## config.mk

```make
export PLATFORM = sky130hd
export DESIGN_NAME = can_txbuf_sched
export DESIGN_NICKNAME = d
export VERILOG_FILES = /design/src/rtl/txb_pkg.sv /design/src/rtl/txb_ctrl.sv /design/src/rtl/txb_data.sv /design/src/rtl/can_txbuf_sched.sv
export SDC_FILE = /design/constraint.sdc
export NUM_CORES = 1
export LEC_CHECK = 0
export BUFFER_PORTS_ARGS = -buffer_cell sky130_fd_sc_hd__buf_2
export CAP_MARGIN = 20
export CORE_UTILIZATION = 50
export CTS_CLUSTER_SIZE = 30
export DETAILED_ROUTE_END_ITERATION = 12
export PLACE_DENSITY = 0.79
export SLEW_MARGIN = 30
export SYNTH_ARGS = -nofsm -noshare
export SYNTH_HDL_FRONTEND = slang
export SYNTH_SLANG_ARGS = --single-unit
```

## constraint.sdc

```tcl
create_clock -name clk -period 4.2 [get_ports clk]
set_input_delay 0 -clock clk [delete_from_list [all_inputs] [get_ports clk]]
set_output_delay 0 -clock clk [all_outputs]
set_load 0.05 [all_outputs]
```

## src/rtl/txb_pkg.sv

```systemverilog
package txb_pkg;
  localparam int NUM_BUF     = 3;
  localparam int IDX_W       = $clog2(NUM_BUF);
  localparam int FRAME_BYTES = 13;
  localparam int FRAME_W     = FRAME_BYTES * 8;
  localparam int PRIO_W      = 8;
  localparam int TS_W        = 16;
  localparam int ADDR_W      = 4;
  localparam int PRIO_ADDR   = FRAME_BYTES;
  localparam int TS_HI_ADDR  = FRAME_BYTES + 1;
  localparam int TS_LO_ADDR  = FRAME_BYTES + 2;

  typedef struct packed {
    logic [NUM_BUF-1:0] winWr;
    logic [NUM_BUF-1:0] rdSel;
    logic [NUM_BUF-1:0] tsCap;
    logic [IDX_W-1:0]   sendIdx;
  } strobes_t;

  function automatic logic [NUM_BUF-1:0] lowestBit(input logic [NUM_BUF-1:0] v);
    logic [NUM_BUF-1:0] r;
    r = '0;
    for (int i = NUM_BUF - 1; i >= 0; i--) begin
      if (v[i]) r = NUM_BUF'(1) << i;
    end
    return r;
  endfunction
endpackage

```

## src/rtl/txb_ctrl.sv

```systemverilog
module txb_ctrl
  import txb_pkg::*;
(
  input  logic                      clk,
  input  logic                      rstN,
  input  logic                      selWrEn,
  input  logic [NUM_BUF-1:0]        selWrData,
  input  logic                      flagClrEn,
  input  logic [NUM_BUF-1:0]        flagClrMask,
  input  logic                      winWrEn,
  input  logic                      evWin,
  input  logic                      evLost,
  input  logic                      evDone,
  input  logic [NUM_BUF*PRIO_W-1:0] prioFlat,
  output logic [NUM_BUF-1:0]        emptyFlags,
  output logic [NUM_BUF-1:0]        selRd,
  output logic                      txReq,
  output logic [IDX_W-1:0]          txIdx,
  output logic [NUM_BUF-1:0]        txDone,
  output strobes_t                  st
);
  logic [NUM_BUF-1:0] emptyReg, emptyNext, selReg, lockHot;
  logic               lockValid, doneOk, lostOk, anyReady;
  logic [IDX_W-1:0]   lockIdx, pickIdx;
  logic [PRIO_W-1:0]  bestPrio;

  // Arbitration: lowest value wins, strict compare keeps ties at the lower index.
  always_comb begin
    pickIdx  = '0;
    bestPrio = '1;
    anyReady = 1'b0;
    for (int i = 0; i < NUM_BUF; i++) begin
      if (!emptyReg[i] && (!anyReady || prioFlat[i*PRIO_W +: PRIO_W] < bestPrio)) begin
        pickIdx  = IDX_W'(i);
        bestPrio = prioFlat[i*PRIO_W +: PRIO_W];
        anyReady = 1'b1;
      end
    end
  end

  assign doneOk  = lockValid && evDone;
  assign lostOk  = lockValid && evLost && !evDone;
  assign lockHot = NUM_BUF'(1) << lockIdx;
  assign txReq   = lockValid || anyReady;
  assign txIdx   = lockValid ? lockIdx : pickIdx;

  always_comb begin
    emptyNext = emptyReg;
    if (flagClrEn) emptyNext = emptyNext & ~flagClrMask;
    if (doneOk)    emptyNext = emptyNext | lockHot;
  end

  always_ff @(posedge clk) begin
    if (!rstN) begin
      emptyReg  <= '1;
      selReg    <= '0;
      lockValid <= 1'b0;
      lockIdx   <= '0;
      txDone    <= '0;
    end else begin
      emptyReg <= emptyNext;
      txDone   <= doneOk ? lockHot : '0;
      if (selWrEn) selReg <= lowestBit(selWrData & emptyReg);
      if (doneOk || lostOk) begin
        lockValid <= 1'b0;
      end else if (!lockValid && evWin && anyReady) begin
        lockValid <= 1'b1;
        lockIdx   <= pickIdx;
      end
    end
  end

  assign emptyFlags = emptyReg;
  assign selRd      = selReg & emptyReg;
  assign st.rdSel   = selRd;
  assign st.winWr   = winWrEn ? selRd : '0;
  assign st.tsCap   = doneOk ? lockHot : '0;
  assign st.sendIdx = txIdx;

  assert_sel_onehot_R2: assert property (@(posedge clk) disable iff (!rstN)
    $onehot0(selReg));
  assert_lock_hold_R6: assert property (@(posedge clk) disable iff (!rstN)
    (lockValid && !evDone && !evLost) |=> (lockValid && lockIdx == $past(lockIdx)));
  assert_lock_pending_R7: assert property (@(posedge clk) disable iff (!rstN)
    lockValid |-> !emptyReg[lockIdx]);
  assert_done_returns_R8: assert property (@(posedge clk) disable iff (!rstN)
    (lockValid && evDone) |=> (emptyReg[$past(lockIdx)] && !lockValid));
  assert_done_onehot_R8: assert property (@(posedge clk) disable iff (!rstN)
    $onehot0(txDone));
endmodule

```

## src/rtl/txb_data.sv

```systemverilog
module txb_data
  import txb_pkg::*;
(
  input  logic                      clk,
  input  logic                      rstN,
  input  strobes_t                  st,
  input  logic [ADDR_W-1:0]         winAddr,
  input  logic [7:0]                winWrData,
  input  logic [TS_W-1:0]           timeIn,
  output logic [7:0]                winRdData,
  output logic [NUM_BUF*PRIO_W-1:0] prioFlat,
  output logic [FRAME_W-1:0]        txFrame
);
  logic [FRAME_W-1:0] frameFlat [NUM_BUF];
  logic [7:0]         byteOut   [NUM_BUF];

  for (genvar b = 0; b < NUM_BUF; b++) begin : g_buf
    logic [FRAME_W-1:0] frameReg;
    logic [PRIO_W-1:0]  prioReg;
    logic [TS_W-1:0]    tsReg;

    always_ff @(posedge clk) begin
      if (!rstN) begin
        frameReg <= '0;
        prioReg  <= '0;
        tsReg    <= '0;
      end else begin
        if (st.winWr[b]) begin
          if (int'(winAddr) < FRAME_BYTES) frameReg[{winAddr, 3'b000} +: 8] <= winWrData;
          else if (int'(winAddr) == PRIO_ADDR) prioReg <= winWrData;
        end
        if (st.tsCap[b]) tsReg <= timeIn;
      end
    end

    always_comb begin
      if (int'(winAddr) < FRAME_BYTES)      byteOut[b] = frameReg[{winAddr, 3'b000} +: 8];
      else if (int'(winAddr) == PRIO_ADDR)  byteOut[b] = prioReg;
      else if (int'(winAddr) == TS_HI_ADDR) byteOut[b] = tsReg[15:8];
      else                                  byteOut[b] = tsReg[7:0];
    end

    assign frameFlat[b]                       = frameReg;
    assign prioFlat[b*PRIO_W +: PRIO_W]       = prioReg;

    assert_ts_latch_R8: assert property (@(posedge clk) disable iff (!rstN)
      st.tsCap[b] |=> (tsReg == $past(timeIn)));
  end

  always_comb begin
    winRdData = '0;
    for (int b = 0; b < NUM_BUF; b++) begin
      if (st.rdSel[b]) winRdData = winRdData | byteOut[b];
    end
  end

  assign txFrame = (int'(st.sendIdx) < NUM_BUF) ? frameFlat[st.sendIdx] : '0;
endmodule

```

## src/rtl/can_txbuf_sched.sv

```systemverilog
module can_txbuf_sched
  import txb_pkg::*;
(
  input  logic                      clk,
  input  logic                      rstN,
  input  logic                      selWrEn,
  input  logic [NUM_BUF-1:0]        selWrData,
  output logic [NUM_BUF-1:0]        selRd,
  input  logic                      flagClrEn,
  input  logic [NUM_BUF-1:0]        flagClrMask,
  output logic [NUM_BUF-1:0]        emptyFlags,
  input  logic                      winWrEn,
  input  logic [ADDR_W-1:0]         winAddr,
  input  logic [7:0]                winWrData,
  output logic [7:0]                winRdData,
  input  logic [TS_W-1:0]           timeIn,
  output logic                      txReq,
  output logic [IDX_W-1:0]          txIdx,
  output logic [FRAME_W-1:0]        txFrame,
  input  logic                      evWin,
  input  logic                      evLost,
  input  logic                      evDone,
  output logic [NUM_BUF-1:0]        txDone
);
  strobes_t                  st;
  logic [NUM_BUF*PRIO_W-1:0] prioFlat;

  txb_ctrl u_ctrl (
    .clk(clk), .rstN(rstN), .selWrEn(selWrEn), .selWrData(selWrData),
    .flagClrEn(flagClrEn), .flagClrMask(flagClrMask), .winWrEn(winWrEn),
    .evWin(evWin), .evLost(evLost), .evDone(evDone), .prioFlat(prioFlat),
    .emptyFlags(emptyFlags), .selRd(selRd), .txReq(txReq), .txIdx(txIdx),
    .txDone(txDone), .st(st)
  );

  txb_data u_data (
    .clk(clk), .rstN(rstN), .st(st), .winAddr(winAddr), .winWrData(winWrData),
    .timeIn(timeIn), .winRdData(winRdData), .prioFlat(prioFlat), .txFrame(txFrame)
  );
endmodule

```

==> impl_metrics.csv, run 1 <==
group,metric,value,unit
global_routing,grt_max_degree,170,
routing,ant_nets,0,
synth,synth.yosys.seq_area_share,37.2,%
outcome,status,"finished with violations",
floorplan,initial_core_util,50.7,%
clock_network,clockRootBuffer,"clkbuf_16",
timing,fmax,0.225,GHz
timing,hold_viol,0,
clock_network,clk_latency,590,ps
flow_run,maxCapViolations,0,
power_and_ir_drop,ir_drop,258,uV
hold_path,min_from,"winWrData[7]",
routing,wire_per_inst,27.3,um
timing,slew_viol_final,0,
clock_network,clk_pin_slew_worst_paths,60,ps
clock_network,cts_tree,"built",
clock_network,clkSinkCount,396,
synth,synth_warnings,0,
clock_network,cts_buffer_depth,3,
timing,relSlewSlack,30.6,%
critical_path,rrSetupSlack,780,ps
layout,seqCellArea,7930,um2
routing,viasPerCell,6.54,
clock_network,cts_htree_levels,2,
critical_path,cp_data_required_time,4200,ps
layout,drive_above_1_share,22.6,%
critical_path,cp.arrival,4440,ps
power_and_ir_drop,powerDensity,345,nW/um2
routing,num_vias,19600,
timing,setup_viol,104,
placement,portBuffers,165,
synth,synth_cells,2278,
critical_path,end_kind,"primary output",
critical_path,cp_max_fo,16,
critical_path,r2r_cells,9,
timing,rsz0062_at_grt,"yes",
power_and_ir_drop,p_leak,10.0,nW
timing,timing.final.crit_share,106,%
synth,synth_area,21300,um2
timing,skew,25.0,ps
floorplan,die_area,43500,um2
critical_path,r2r-end,"u_data.g_buf[0].frameReg[41]",
synth,synth_area_per_cell,9.36,um2
synth,synth.distinct_cells,56,
power_and_ir_drop,finalPower,8.97,mW
routing,first_iter_violations,2595,
floorplan,die_h,208,um
critical_path,worst_setup_path_start_kind,"flop",
synth,synth_edf_count,0,
synth,ys_ff_latch,396,
synth,synthArstFlopShare,0,%
critical_path,r2r-start,"u_ctrl.emptyFlags[0]",
routing,firstDrtPassIters,6,
timing,worstMarginPinSlew,1040,ps
layout,stdcell_area,26000,um2
routing,wl,81800,um
hold_path,holdPathEnd,"u_data.g_buf[0].prioReg[7]",
timing,fin_crit,4440,ps
layout,syn2layout_area_growth,22.1,%
routing,drc,0,
floorplan,rows,75,
global_routing,antenna_found_initial,2,
placement,dp_hpwl,53000,um
timing,setup_slack,-241,ps
synth,synth_fp_nets,2340,
outcome,violations,"setup timing",
synth,synth_ff_type,"dfxtp_1",
layout,nets,2483,
global_routing,grt_pass1_vias,18800,
layout,multi_input_comb_area,12800,um2
global_routing,grt_usage,35.8,%
floorplan,core_area,42000,um2
global_routing,gr-total-overflow,0,
placement,place_congestion,0.990,
hold_path,hold_path_depth,3,
placement,placed_cell_area,22800,um2
layout,fill_cells,3344,
clock_network,numCtsBuffers,44,
floorplan,die_w,208,um
hold_path,hp-class,"in2reg",
floorplan,io_pins,166,
global_routing,grt_pass1_wl,118000,um
timing,final.setup.tns,-20590,ps
critical_path,critical_path_class,"reg2out",
==> registers in the layout (all words and copies together), names as in the netlist <==
register,flops
u_ctrl.txDone,3
u_data.g_buf.prioReg,24
u_data.g_buf.tsReg,48
u_ctrl.selReg,3
u_data.g_buf.frameReg,312
u_ctrl.lockValid,1
u_ctrl.lockIdx,2
u_ctrl.emptyFlags,3
==> worst max-delay path: stages (launching register included) <==
cell and delay (ps):
dfxtp_4 380, nor2_4 120, ha_4 210, a21o_1 160, a21oi_2 170, a21oi_2 100
o21ai_4 230, buf_6 170, nor2_1 50, a21oi_1 130, ha_1 250, nand4_1 120
buf_6 140, nor3_4 50, buf_4 160, o311ai_4 300, a22oi_2 140, buf_12 190
clkbuf_16 190, a221o_2 380, buf_12 160
==> metal layers <==
layer | vias to the layer above | GRT usage (%) | routed length [um]
met5 | - | 0 | 0
met4 | 0 | 21.1 | 5610
met3 | 322 | 8.71 | 10600
met2 | 1420 | 54.2 | 35200
met1 | 9423 | 46.4 | 30400
li1 | 8400 | - | -
==> report_power, final <==
part	leakage, nW	internal, mW	switching (mW)
Clock	0.740	2.43	1.66
Sequential	3.19	3.77	0.0146
Combinational	6.11	0.413	0.684
Total	10.0	6.61	2.36
==> logic make-up after synthesis <==
logic type / synth area share (%)
compound gates: 15.8
xor+xnor: 0.0822
fa+ha+maj: 1.17
buf+inv: 4.29
flops: 37.2
mux: 19.9
simple gates: 21.6
==> Yosys cell counts, types with 20 or more instances <==
cell type	number	area share, %
a21boi_0	144	5.1
a21boi_1	27	0.95
a21oi_1	35	0.82
a221o_1	108	5.1
a221oi_1	23	0.95
and2_1	125	3.7
buf_2	37	0.87
clkbuf_1	126	2.2
dfxtp_1	396	37
ha_1	20	1.2
mux2i_1	259	12
mux4_2	73	7.7
nand2_1	279	4.9
nand3_1	136	3.2
nor2_1	72	1.3
nor2b_1	242	7.1
o21ai_0	22	0.52
==> through the flow <==
step	worst slack [ps]	hold slack, ps	utilization (%)	cells
detailed placement	25.4	291	54.2	2845
finish	-241	52.7	61.9	2991
floorplan	30.1	145	-	2278
CTS	-187	25.2	60.6	2971
global placement	78.7	282	54.2	2845
global route	-388	39.0	61.9	2991
==> cells in the final DEF, fill, tap and decap left out, types with 59 or more instances in the layout <==
cell type	n
nand3_1	135
and2_1	122
a221o_2	104
nor2_1	59
buf_2	59
nand2_1	279
dfxtp_1	393
a21boi_0	144
mux2i_1	259
mux4_2	73
buf_6	95
nor2b_1	242
==> repair_timing <==
item,CTS,global route
hold buffers,35,0
endpoints found under the hold margin,57,0
pin swaps,29,17
buffers inserted,12,6
resized for setup,220,41
gates cloned,3,12
endpoints found under the setup margin,104,104
==> how the worst max path moves through the flow <==
stage	startpoint	endpoint	slack, ps
detailed placement	u_ctrl.emptyFlags[0]	txFrame[81]	30
CTS	u_ctrl.emptyFlags[0]	txFrame[72]	-190
global route	u_ctrl.emptyFlags[0]	txFrame[8]	-390
finish	u_ctrl.emptyFlags[0]	txFrame[67]	-240
global placement	u_ctrl.emptyFlags[0]	txFrame[81]	80
floorplan	u_ctrl.emptyFlags[0]	txFrame[73]	30
==> final cells by class <==
| cell class | count | share of cell area (%) |
|---|---|---|
| inverter | 19 | 0.274 |
| clock buffer | 60 | 4.90 |
| antenna | 1 | 0.00962 |
| tap | 539 | 2.59 |
| sequential | 396 | 30.5 |
| timing repair buffer | 287 | 11.6 |
| multi-input combinational | 1673 | 49.3 |
| clock inverter | 16 | 0.846 |
Power figures use the tool's default switching activity.
==> run 2, diff against run 1 <==
CORE_ASPECT_RATIO = 2   (was not set)
PLACE_DENSITY = 0.71   (was 0.79)
==> run 2 against run 1 <==
Against the previous run:
- the flow still finishes with violations (setup timing)
- sequential share of layout area shrank 0.31 points
- routed wire length increased by 2.8%
- global-route usage increased by 2.0 points
- clock skew is 2.8 ps higher
- via count fell by 1.1%
- non-clock buffer count increased by 20
- power is 7.7% lower
- setup slack got worse by 52 ps
- cell count rose by 0.33%
- design area is 1.0% higher
- worst hold slack better by 2.5 ps
- clock-buffer cell count is 5 lower
- critical path type unchanged
- largest cell class unchanged
==> impl_metrics.csv, run 2 (synthesis gave the netlist of run 1 again) <==
group,metric,value,unit
global_routing,gr-total-overflow,0,
placement,dp.cells,2861,
timing,timing.final.crit_share,107,%
layout,layout_commonest_cell,"dfxtp_1",
critical_path,critical_path_class,"reg2out",
power_and_ir_drop,powerDensity,315,nW/um2
timing,final.setup.tns,-22740,ps
routing,wire_per_inst,28.0,um
floorplan,die_w,148,um
flow_run,maxCapViolations,0,
power_and_ir_drop,p_leak,10.1,nW
placement,portBuffers,165,
critical_path,rrSetupSlack,640,ps
critical_path,cp_data_required_time,4200,ps
clock_network,cts_htree_levels,2,
routing,num_vias,19300,
clock_network,clk_latency,560,ps
hold_path,hp-class,"in2reg",
global_routing,grt_pass1_vias,18800,
layout,top_regs,"u_data.g_buf.frameReg: 312 flops, u_data.g_buf.tsReg: 48 flops, u_data.g_buf.prioReg: 24 flops",
timing,setup_slack,-293,ps
layout,largest_register_ff_count,312,
timing,hold_viol,0,
critical_path,cp_max_fo,8,
routing,drc,0,
timing,slew_viol_final,0,
clock_network,clkSinkCount,396,
timing,worstMarginPinSlew,892,ps
routing,firstDrtPassIters,6,
critical_path,end_kind,"primary output",
timing,skew,27.8,ps
clock_network,cts_tree,"built",
timing,fmax,0.223,GHz
routing,wl,84100,um
outcome,violations,"setup timing",
layout,fill_cells,3479,
clock_network,clk_pin_slew_worst_paths,70,ps
timing,rsz0062_at_grt,"yes",
routing,first_iter_violations,2397,
floorplan,core_area,41900,um2
routing,viasPerCell,6.45,
power_and_ir_drop,p_int,6.08,mW
timing,fin_crit,4490,ps
global_routing,antenna_found_initial,1,
power_and_ir_drop,power_frac_comb,12.8,%
timing,hold_ws,55.2,ps
layout,layoutNonFillerInstCount,3001,
floorplan,rows,106,
power_and_ir_drop,p_seq_share,45.7,%
layout,drive_above_1_share,23.1,%
layout,syn2layout_area_growth,23.3,%
clock_network,cts_buffer_depth,3,
floorplan,initial_core_util,50.9,%
placement,place_congestion,1.01,
critical_path,crit_buf_inv,6,
routing,ant_nets,0,
floorplan,io_pins,166,
power_and_ir_drop,ir_drop,239,uV
layout,mostFrequentLayoutCells,"dfxtp_1 (392), nand2_1 (279), mux2i_1 (259)",
critical_path,cp.arrival,4490,ps
floorplan,die_area,43500,um2
layout,largest_register,"u_data.g_buf.frameReg",
placement,dp_hpwl,57900,um
layout,stdcell_area,26300,um2
global_routing,grt_usage,37.8,%
critical_path,cp_slowest_stage_delay,460,ps
power_and_ir_drop,finalPower,8.28,mW
placement,placed_cell_area,23600,um2
outcome,status,"finished with violations",
floorplan,die_h,294,um
power_and_ir_drop,netSwitchingFraction,26.6,%
critical_path,cpMaxStageDelayCell,"a221o_2",
critical_path,path_delay_family,"compound AO/OA/AOI/OAI gates",
critical_path,cpMostUsedCell,"buf_6",
critical_path,cp_cell_sequence,"buf_6 > nor2_4 > ha_4 > o21ai_2 > o21ai_2 > o21ai_4 > buf_6 > nor2_2 > a21oi_1 > ha_1 > nand4_1 > buf_6 > nor3_4 > and3_4 > o31ai_4 > a22oi_2 > buf_12 > buf_16 > a221o_2 > buf_12",
global_routing,grt_pass1_wl,121000,um
layout,nets,2496,
timing,relSlewSlack,40.4,%
critical_path,worst_setup_path_start_kind,"flop",
power_and_ir_drop,clkPwrFrac,41.5,%
power_and_ir_drop,p_sw,2.20,mW
clock_network,clockRootBuffer,"clkbuf_16",
global_routing,grt_max_degree,200,
timing,setup_viol,104,
clock_network,numCtsBuffers,37,
-- run 2: worst paths after layout --
check	end	from	depth (start not counted)
worst max-delay path	txFrame[75]	u_ctrl.emptyFlags[0]	20
worst min register to register	u_data.g_buf[2].tsReg[11]	u_data.g_buf[2].tsReg[11]	2
worst max register to register	u_data.g_buf[0].frameReg[89]	u_ctrl.emptyFlags[0]	9
worst min-delay path	u_data.g_buf[0].frameReg[67]	winWrData[3]	3
-- run 2: power by group through the flow --
| stage | combinational (mW) | clock (mW) | sequential (mW) |
|---|---|---|---|
| floorplan | 0.539 | 0 | 3.87 |
| global placement | 0.823 | 0 | 3.87 |
| detailed placement | 0.832 | 0 | 3.87 |
| CTS | 0.928 | 3.43 | 3.78 |
| global route | 1.10 | 3.57 | 3.78 |
| finish | 1.06 | 3.43 | 3.78 |
-- run 2: metrics by stage --
stage	worst slack, ps	utilization, %
after floorplan	30.1	-
after global placement	144	56.4
after detailed placement	87.4	56.4
after CTS	-203	61.7
after global routing	-406	62.7
final	-293	62.7
-- run 2: layout make-up --
cell class / count / area (um2) / area share [%]
multi-input cells: 1673 / 12800 / 48.9
flip-flops and latches: 396 / 7940 / 30.2
repair buffers: 307 / 3560 / 13.5
clock buffers: 55 / 1110 / 4.21
well taps: 540 / 676 / 2.57
clock inverters: 10 / 90.1 / 0.343
inverters: 19 / 71.3 / 0.271
diodes: 1 / 2.50 / 0.00952
-- run 2: routing by layer --
| layer | routed length (um) | up-vias | GRT usage, % |
|---|---|---|---|
| met5 | 11 | - | 0 |
| met4 | 8380 | 2 | 33.7 |
| met3 | 6540 | 345 | 4.78 |
| met2 | 40300 | 1171 | 62.5 |
| met1 | 28900 | 9381 | 42.3 |
| li1 | - | 8448 | - |
-- run 2: tightest hold or removal path: stages --
cell and delay [ps]:
buf_2 280, mux2i_1 220, nor2b_1 50
-- run 2: timing repair --
action	CTS	global route
setup buffers	17	10
pin swaps	11	17
endpoints found under the hold margin	67	58
gates resized for setup	131	47
hold buffers	38	1
cloned	2	5
endpoints found under the setup margin	105	105
